===== config.mk =====
export PLATFORM = sky130hd
export DESIGN_NAME = fan_duty_ctrl
export DESIGN_NICKNAME = d
export VERILOG_FILES = /design/src/rtl/fan_duty_pkg.sv /design/src/rtl/fan_period_timer.sv /design/src/rtl/fan_spinup_ctrl.sv /design/src/rtl/fan_duty_regs.sv /design/src/rtl/fan_duty_ctrl.sv
export SDC_FILE = /design/constraint.sdc
export NUM_CORES = 1
export LEC_CHECK = 0
export CORE_ASPECT_RATIO = 0.7
export CORE_MARGIN = 8
export CORE_UTILIZATION = 25
export CTS_BUF_LIST = sky130_fd_sc_hd__clkbuf_4 sky130_fd_sc_hd__clkbuf_8
export DETAILED_ROUTE_END_ITERATION = 16
export DONT_BUFFER_PORTS = 1
export PLACE_DENSITY = 0.37
export SLEW_MARGIN = 30
export SYNTH_ARGS = -nofsm -noshare
export SYNTH_HDL_FRONTEND = slang
export SYNTH_SLANG_ARGS = --single-unit

===== constraint.sdc =====
create_clock -name clk -period 2.69 [get_ports clk]
set_input_delay 0.1345 -clock clk [delete_from_list [all_inputs] [get_ports clk]]
set_output_delay 0.1345 -clock clk [all_outputs]
set_load 0.02 [all_outputs]

===== src/rtl/fan_duty_pkg.sv =====
package fan_duty_pkg;

    localparam int DUTY_W = 8;
    localparam int ADDR_W = 2;

    typedef logic [DUTY_W-1:0] duty_t;

    localparam duty_t DUTY_FULL = '1;

    typedef enum logic [ADDR_W-1:0] {
        REG_DUTY = 2'd0,
        REG_SPIN = 2'd1
    } reg_addr_e;

    typedef struct packed {
        duty_t pend;
        duty_t cur;
    } duty_pair_t;

    function automatic logic pwm_level(duty_t pos, duty_t duty);
        return (duty == DUTY_FULL) || (pos < duty);
    endfunction

endpackage


===== src/rtl/fan_period_timer.sv =====
module fan_period_timer
    import fan_duty_pkg::*;
#(
    parameter int PRESCALE = 4
) (
    input  logic  clk,
    input  logic  rst,
    output duty_t pos,
    output logic  boundary
);

    localparam int PW = (PRESCALE > 1) ? $clog2(PRESCALE) : 1;

    logic tick;

    generate
        if (PRESCALE == 1) begin : g_nodiv
            assign tick = 1'b1;
        end else begin : g_div
            logic [PW-1:0] pre;
            always_ff @(posedge clk) begin
                if (rst) begin
                    pre <= '0;
                end else if (pre == PW'(PRESCALE - 1)) begin
                    pre <= '0;
                end else begin
                    pre <= pre + 1'b1;
                end
            end
            assign tick = (pre == PW'(PRESCALE - 1));
        end
    endgenerate

    always_ff @(posedge clk) begin
        if (rst) begin
            pos <= '0;
        end else if (tick) begin
            pos <= pos + 1'b1;
        end
    end

    assign boundary = tick && (pos == DUTY_FULL);

    // every period begins at position zero
    p_wrap_r1: assert property (@(posedge clk) disable iff (rst)
        boundary |=> (pos == '0));

endmodule


===== src/rtl/fan_spinup_ctrl.sv =====
module fan_spinup_ctrl
    import fan_duty_pkg::*;
(
    input  logic  clk,
    input  logic  rst,
    input  logic  spin_req,
    input  logic  boundary,
    input  duty_t spin_len,
    output logic  active
);

    duty_t left;

    always_ff @(posedge clk) begin
        if (rst) begin
            active <= 1'b0;
            left   <= '0;
        end else if (active) begin
            if (boundary) begin
                if (left <= duty_t'(1)) begin
                    active <= 1'b0;
                    left   <= '0;
                end else begin
                    left <= left - 1'b1;
                end
            end
        end else if (spin_req) begin
            active <= 1'b1;
            left   <= (spin_len == '0) ? duty_t'(1) : spin_len;
        end
    end

    p_start_r6: assert property (@(posedge clk) disable iff (rst)
        (!active && spin_req) |=> active);

    p_end_at_bnd_r7: assert property (@(posedge clk) disable iff (rst)
        $fell(active) |-> $past(boundary));

    p_req_ignored_r8: assert property (@(posedge clk) disable iff (rst)
        (active && !boundary) |=> (active && $stable(left)));

endmodule


===== src/rtl/fan_duty_regs.sv =====
module fan_duty_regs
    import fan_duty_pkg::*;
#(
    parameter int SPIN_RESET = 2
) (
    input  logic              clk,
    input  logic              rst,
    input  logic [ADDR_W-1:0] addr,
    input  logic              wr,
    input  duty_t             wdata,
    input  logic              boundary,
    input  logic              spin_active,
    output duty_t             cur,
    output duty_t             spin_len,
    output duty_t             rdata
);

    duty_pair_t d;

    always_ff @(posedge clk) begin
        if (rst) begin
            d        <= '0;
            spin_len <= duty_t'(SPIN_RESET);
        end else begin
            if (wr && addr == REG_DUTY) begin
                d.pend <= wdata;
            end
            if (wr && addr == REG_SPIN) begin
                spin_len <= wdata;
            end
            if (boundary) begin
                d.cur <= d.pend;
            end
        end
    end

    assign cur = d.cur;

    always_comb begin
        case (addr)
            REG_DUTY: rdata = spin_active ? '0 : d.cur;
            REG_SPIN: rdata = spin_len;
            default:  rdata = '0;
        endcase
    end

    p_cur_hold_r3: assert property (@(posedge clk) disable iff (rst)
        !boundary |=> $stable(d.cur));

    p_cur_load_r4: assert property (@(posedge clk) disable iff (rst)
        boundary |=> (d.cur == $past(d.pend)));

    p_rd_zero_r6: assert property (@(posedge clk) disable iff (rst)
        (spin_active && addr == REG_DUTY) |-> (rdata == '0));

endmodule


===== src/rtl/fan_duty_ctrl.sv =====
module fan_duty_ctrl
    import fan_duty_pkg::*;
#(
    parameter int PRESCALE   = 4,
    parameter int SPIN_RESET = 2
) (
    input  logic              clk,
    input  logic              rst,
    input  logic [ADDR_W-1:0] bus_addr,
    input  logic              bus_wr,
    input  logic [DUTY_W-1:0] bus_wdata,
    output logic [DUTY_W-1:0] bus_rdata,
    input  logic              spin_req,
    output logic              pwm_out
);

    duty_t pos;
    duty_t cur;
    duty_t spin_len;
    logic  boundary;
    logic  spin_active;

    fan_period_timer #(.PRESCALE(PRESCALE)) u_timer (
        .clk      (clk),
        .rst      (rst),
        .pos      (pos),
        .boundary (boundary)
    );

    fan_spinup_ctrl u_spin (
        .clk      (clk),
        .rst      (rst),
        .spin_req (spin_req),
        .boundary (boundary),
        .spin_len (spin_len),
        .active   (spin_active)
    );

    fan_duty_regs #(.SPIN_RESET(SPIN_RESET)) u_regs (
        .clk         (clk),
        .rst         (rst),
        .addr        (bus_addr),
        .wr          (bus_wr),
        .wdata       (bus_wdata),
        .boundary    (boundary),
        .spin_active (spin_active),
        .cur         (cur),
        .spin_len    (spin_len),
        .rdata       (bus_rdata)
    );

    assign pwm_out = spin_active | pwm_level(pos, cur);

    p_full_high_r2: assert property (@(posedge clk) disable iff (rst)
        (!spin_active && cur == DUTY_FULL) |-> pwm_out);

    p_zero_low_r10: assert property (@(posedge clk) disable iff (rst)
        (!spin_active && cur == '0) |-> !pwm_out);

    p_spin_high_r6: assert property (@(posedge clk) disable iff (rst)
        spin_active |-> pwm_out);

endmodule


==> results.ini, run 1 <==
[pwr]
leakagePower_uw=0.000965
p_total_uw=1380
peakVddDrop_v=0.000229
power_density_nw_per_um2=537

[global_route]
grt_max_degree=43
grt_overflow_total=0
antenna_found_initial=0
use_met2_pct=14.3
grt_use_met1_pct=15.8
grt.total_usage_pct=10.8
first_global_vias=1763
grt-busiest-layer=met1
grt_pass1_wl_um=10100
use_met3_pct=3.74

[synthesis]
synth_top_area_share_pct=38.4
ys_top_cells_by_area=dfxtp_1 (38%), nor2_1 (9.2%), mux2i_1 (8.5%), ha_1 (6.1%), a21oi_1 (5.6%)
syn_nets=298
ys.flop_type=dfxtp_1
synthesis.area_per_instance_um2=8.22
ys_seq_area_share_pct=38.4
synth_edf_count=0
yosysWarnings=0
synth_top_cell_by_area=dfxtp_1
synthCells=273
ys_ff_latch=43
async_flop_share_pct=0
syn_area_um2=2240
synth.most_common_cell=nor2_1
synthTopCellsByCount=nor2_1 (55), dfxtp_1 (43), a21oi_1 (25)
synth.distinct_cells=42

[die]
start_util_pct=25.2
row_count=29
coreArea_um2=8890
die_w_um=129
io_pins=23
fp.dieH_um=95.3
dieArea_um2=12300

[cts]
clk_pin_slew_ps=90
clkLatencyLatePin_ps=310
cts_root_buffer=clkbuf_8
cts_resized=0
clock_path_buffers=2
postCtsSetupBuffers=0
cts_buffers=5
cts_tree=yes
htreeDepth=2
cts_num_sinks=43

[route]
drt_iter0_markers=113
drc=0
viasPerCell=4.66
dr.pass1.iters=4
post_drt_wl_per_cell_um=15.7
ant_nets=0
drt-total-wl_um=6310
vias=1870

[layout]
final_nets=301
area_delta_synth_final_pct=14.5
layout-drive-gt1-share_pct=6.14
nFillCells=993
diodes=0
design_area_um2=2570

[place]
gp_congestion=0.745
dp_slack_ps=824
port_buffers=0
dpl_cell_area_um2=2340
place_hpwl_um=4470

[worst_setup_path]
endpoint_kind=output port
startpoint_type=flip-flop
worstPathMaxFanout=3
path_class=flip-flop to output port
arrival_ps=1980
required_ps=2560

[sta]
finalWorstSetupSlack_ps=579
worstMarginPinSlew_ps=550
worst_clock_skew_ps=16.1
max_freq_mhz=474
period_minus_slack_ps=2110
hold_violations=0
timing.hold.ws_ps=90.3
setup_viol=0
rsz0062_at_grt=false
relSlewSlack_pct=63.2
drv_slew=0
tns_ps=0
finalCritPeriodShare_pct=78.5

[flow_run]
maxCapViolations=0

[run_status]
status=completed

[hold_path]
hold_path_class=input port to flip-flop

placed cells by master (no fill, tap or decap), types with 3 or more instances in the layout:
cell type	n
buf_4	3
xor2_1	4
a21oi_1	25
nor2_1	55
dfxtp_1	43
nor3b_1	3
nor3_1	14
inv_1	13
o21ai_0	6
dlygate4sd3_1	9
mux2i_1	19
a211oi_1	3
nand2_1	9
nand2b_1	5
clkbuf_8	5
or3_1	3
nand4_1	9
nor4_1	4
ha_1	11
per-stage QoR:
step	cells	util, %
2_1_floorplan	273	-
3_5_place_dp	383	26.3
5_1_grt	401	28.9
3_3_place_gp	383	26.3
6_report	401	28.9
4_1_cts	401	28.9
what timing repair did:
item                                   CTS  global route
setup endpoints to repair                0             0
hold buffers                            10             0
endpoints found under the hold margin   42             0
logic make-up after synthesis:
logic type,Yosys count,synth area share (%)
AO/OA/AOI/OAI,52,14.9
AND/OR/NAND/NOR,113,24.4
XOR/XNOR,5,1.95
multiplexers,19,8.48
adder cells (fa/ha/maj),11,6.13
buffers and inverters,30,5.69
flip-flops,43,38.4
worst max-delay path, cell delays in order, from the launching register on:
cell and delay [ps]:
dfxtp_1 330, inv_1 90, ha_1 320, and4_1 200
a2111oi_0 330, o21ai_0 140, o211ai_1 260
where the power goes:
group	switching, uW	internal, uW	leakage (uW)
Sequential	27.5	657	0.000349
Combinational	91.4	71.3	0.000557
Clock	250	282	0.0000587
Total	369	1010	0.000965
flip-flops by register name, summed over array words and instances, names as in the netlist:
name,count
u_timer.g_div.pre,2
u_regs.spin_len,8
u_regs.cur,8
u_regs.d,8
u_spin.active,1
u_timer.pos,8
u_spin.left,8
worst paths after layout:
kind | startpoint | to | slack [ps] | cells past startpoint
worst max register to register | u_spin.left[0] | u_spin.left[0] | 800 | 7
worst min-delay path | spin_req | u_spin.left[6] | 90 | 3
worst max-delay path | u_regs.cur[6] | pwm_out | 580 | 6
worst min register to register | u_timer.g_div.pre[0] | u_timer.g_div.pre[0] | 440 | 1
layer usage:
metal	vias up	share of wire [%]
li1	968	-
met1	859	55
met2	41	39
met3	2	5.9
met4	0	0.70
met5	-	0
layout make-up:
type                       count  area, um2  area share (%)
timing repair buffer          13        133            5.16
multi-input combinational    200       1250            48.9
inverter                      13       48.8            1.90
tap                          124        155            6.04
clock buffer                   5       68.8            2.68
clock inverter                 3       47.5            1.85
sequential                    43        861            33.5
Note: power is estimated with default switching activity, not from simulation.
==> run 2, diff against run 1 <==
--- a/config.mk
+++ b/config.mk
@@ -5,13 +5,14 @@
 export SDC_FILE = /design/constraint.sdc
 export NUM_CORES = 1
 export LEC_CHECK = 0
+export ABC_AREA = 1
 export CORE_ASPECT_RATIO = 0.7
 export CORE_MARGIN = 8
 export CORE_UTILIZATION = 25
 export CTS_BUF_LIST = sky130_fd_sc_hd__clkbuf_4 sky130_fd_sc_hd__clkbuf_8
 export DETAILED_ROUTE_END_ITERATION = 16
 export DONT_BUFFER_PORTS = 1
-export PLACE_DENSITY = 0.37
+export PLACE_DENSITY = 0.39
 export SLEW_MARGIN = 30
 export SYNTH_ARGS = -nofsm -noshare
 export SYNTH_HDL_FRONTEND = slang
==> constraint.sdc (replaced) <==
create_clock -name clk -period 1.75 [get_ports clk]
set_input_delay 0.0875 -clock clk [delete_from_list [all_inputs] [get_ports clk]]
set_output_delay 0.0875 -clock clk [all_outputs]
set_load 0.02 [all_outputs]
==> run 2 against run 1 <==
Effect of this change:
- synthesized area fell by 1.5%
- worst setup slack worse by 470 ps
- final cell count grew 13%
- clock power up 32%
- clock skew fell by 9.0 ps
- global-route usage up 0.14 points
- register-to-register slack lost 640 ps
- worst hold slack lost 67 ps
- critical path depth is 3 higher
- cell area increased by 2.8%
- largest power group unchanged
==> results.ini, run 2 <==
[die]
coreArea_um2=8510
row_count=28
start_util_pct=26.0
dieArea_um2=12200
io_pins=23
die_w_um=128
fp.dieH_um=94.7

[synthesis]
synth_edf_count=0
synth_top_area_share_pct=39.0
ys.flop_type=dfxtp_1
ys_seq_area_share_pct=39.0
ys_top_cells_by_area=dfxtp_1 (39%), o21ai_0 (8.4%), nand2_1 (8.3%), inv_1 (7.3%), nor2_1 (7.3%)
async_flop_share_pct=0
synthTopCellsByCount=nand2_1 (49), dfxtp_1 (43), inv_1 (43), nor2_1 (43), o21ai_0 (37)
yosysWarnings=0
syn_nets=334
synthCells=309
synth.distinct_cells=32
syn_area_um2=2210
synthesis.area_per_instance_um2=7.15
ys_ff_latch=43
synth.most_common_cell=nand2_1
synth_top_cell_by_area=dfxtp_1

[place]
gp_congestion=0.750
port_buffers=0
place_hpwl_um=4650
place_inst=436

[sta]
worst_clock_skew_ps=7.15
worstMarginPinSlew_ps=429
relSlewSlack_pct=71.3
setup_viol=0
finalCritPeriodShare_pct=94.0
drv_slew=0
hold_violations=0
rsz0062_at_grt=true
tns_ps=0
max_freq_mhz=608
period_minus_slack_ps=1650

[route]
post_drt_wl_per_cell_um=13.5
drt_iter0_markers=106
drt-total-wl_um=6110
ant_nets=0
drc=0
dr.pass1.iters=4
viasPerCell=4.38
vias=1988

[worst_setup_path]
endpoint_kind=output port
arrival_ps=1560
worstPathMaxFanout=3
required_ps=1660
path_class=flip-flop to output port
startpoint_type=flip-flop

[cts]
clock_path_buffers=2
cts_root_buffer=clkbuf_8
cts_num_sinks=43
clk_pin_slew_ps=90
clkLatencyLatePin_ps=310
cts_buffers=5
cts_tree=yes
htreeDepth=2

[layout]
final_common_cell=nand2_1
seq_area_um2=861
multi_input_area_um2=1150
final_cell_mix=nand2_1 (49), inv_1 (43), nor2_1 (43), dfxtp_1 (43), o21ai_0 (36)
area_delta_synth_final_pct=19.5
diodes=0
nFillCells=946
final_nets=358
final-instance-count-excl-fill=454
layout-drive-gt1-share_pct=10.8

[hold_path]
hold_path_class=input port to flip-flop

[global_route]
grt_overflow_total=0
first_global_vias=2043
grt.total_usage_pct=11.0
grt_max_degree=38
grt_pass1_wl_um=10300
antenna_found_initial=0

[run_status]
status=completed

[pwr]
power_density_nw_per_um2=829
peakVddDrop_v=0.000383
leakagePower_uw=0.00113
p_total_uw=2190

[flow_run]
maxCapViolations=0

## run 2: cell types whose count changed after synthesis, moves of 5 or more
cell	change
inv_1	+30
mux2i_1	-19
nand2_1	+40
nand2b_1	-5
nand3_1	+17
nand4_1	-8
nor2_1	-12
nor3_1	-12
o21ai_0	+31
o32ai_1	+6
## run 2: worst max-delay path, cell delays in order (launching register included)
cell and delay [ps]:
dfxtp_1 350, inv_1 100, ha_1 280, o21ai_0 80, nand2_1 70, nand3_1 60, nand2_1 60, nand2_1 40
nand2_1 60, nand3_2 140
## run 2: per-layer routing
metal | track usage [%] | vias to the layer above | share of wire, %
met5 | 0 | - | 0
met2 | 15.9 | 29 | 38
met3 | 3.49 | 8 | 5.6
met4 | 3.55 | 0 | 1.3
met1 | 15.1 | 892 | 55
li1 | - | 1059 | -
## run 2: timing repair
item | in CTS | in global routing
setup endpoints to repair | 0 | 7
hold buffers | 10 | 0
resized for setup | 0 | 4
buffers inserted | 0 | 0
hold endpoints to repair | 22 | 0
## run 2: kinds of logic after synthesis
group | share of synthesized area (%)
AO/OA/AOI/OAI | 18.6
XOR/XNOR | 1.19
adder cells (fa/ha/maj) | 6.23
buffers and inverters | 9.63
flip-flops | 39.0
AND/OR/NAND/NOR | 25.4
## run 2: worst paths after layout
kind,start,endpoint,slack [ps],cells past startpoint
max,u_regs.cur[1],pwm_out,100,9
min reg2reg,u_timer.g_div.pre[0],u_timer.g_div.pre[0],440,1
max reg2reg,u_spin.left[0],u_spin.left[2],160,10
min,bus_addr[1],u_regs.spin_len[1],20,3
## run 2: through the flow
step           util [%]  setup WS (ps)  hold WS (ps)  area [um2]
3_3_place_gp       28.5           46.9           161        2430
5_1_grt            31.0          -26.2          19.7        2640
2_1_floorplan         -            398           157        2210
6_report           31.0            104          23.2        2640
3_5_place_dp       28.5           43.9           163        2430
4_1_cts            30.9           23.4          12.1        2630
## run 2: cell type report
class,count,share of cell area [%]
clock inverters,2,0.616
well taps,120,5.69
flip-flops and latches,43,32.6
clock buffers,6,3.13
multi-input cells,213,43.5
repair buffers,25,8.06
inverters,45,6.40
## run 2: report_power, final
part           leakage, uW  switching, uW  total, uW  internal, uW
clock            0.0000474            378        700           323
sequential        0.000351           40.6       1070          1030
combinational     0.000727            252        418           166
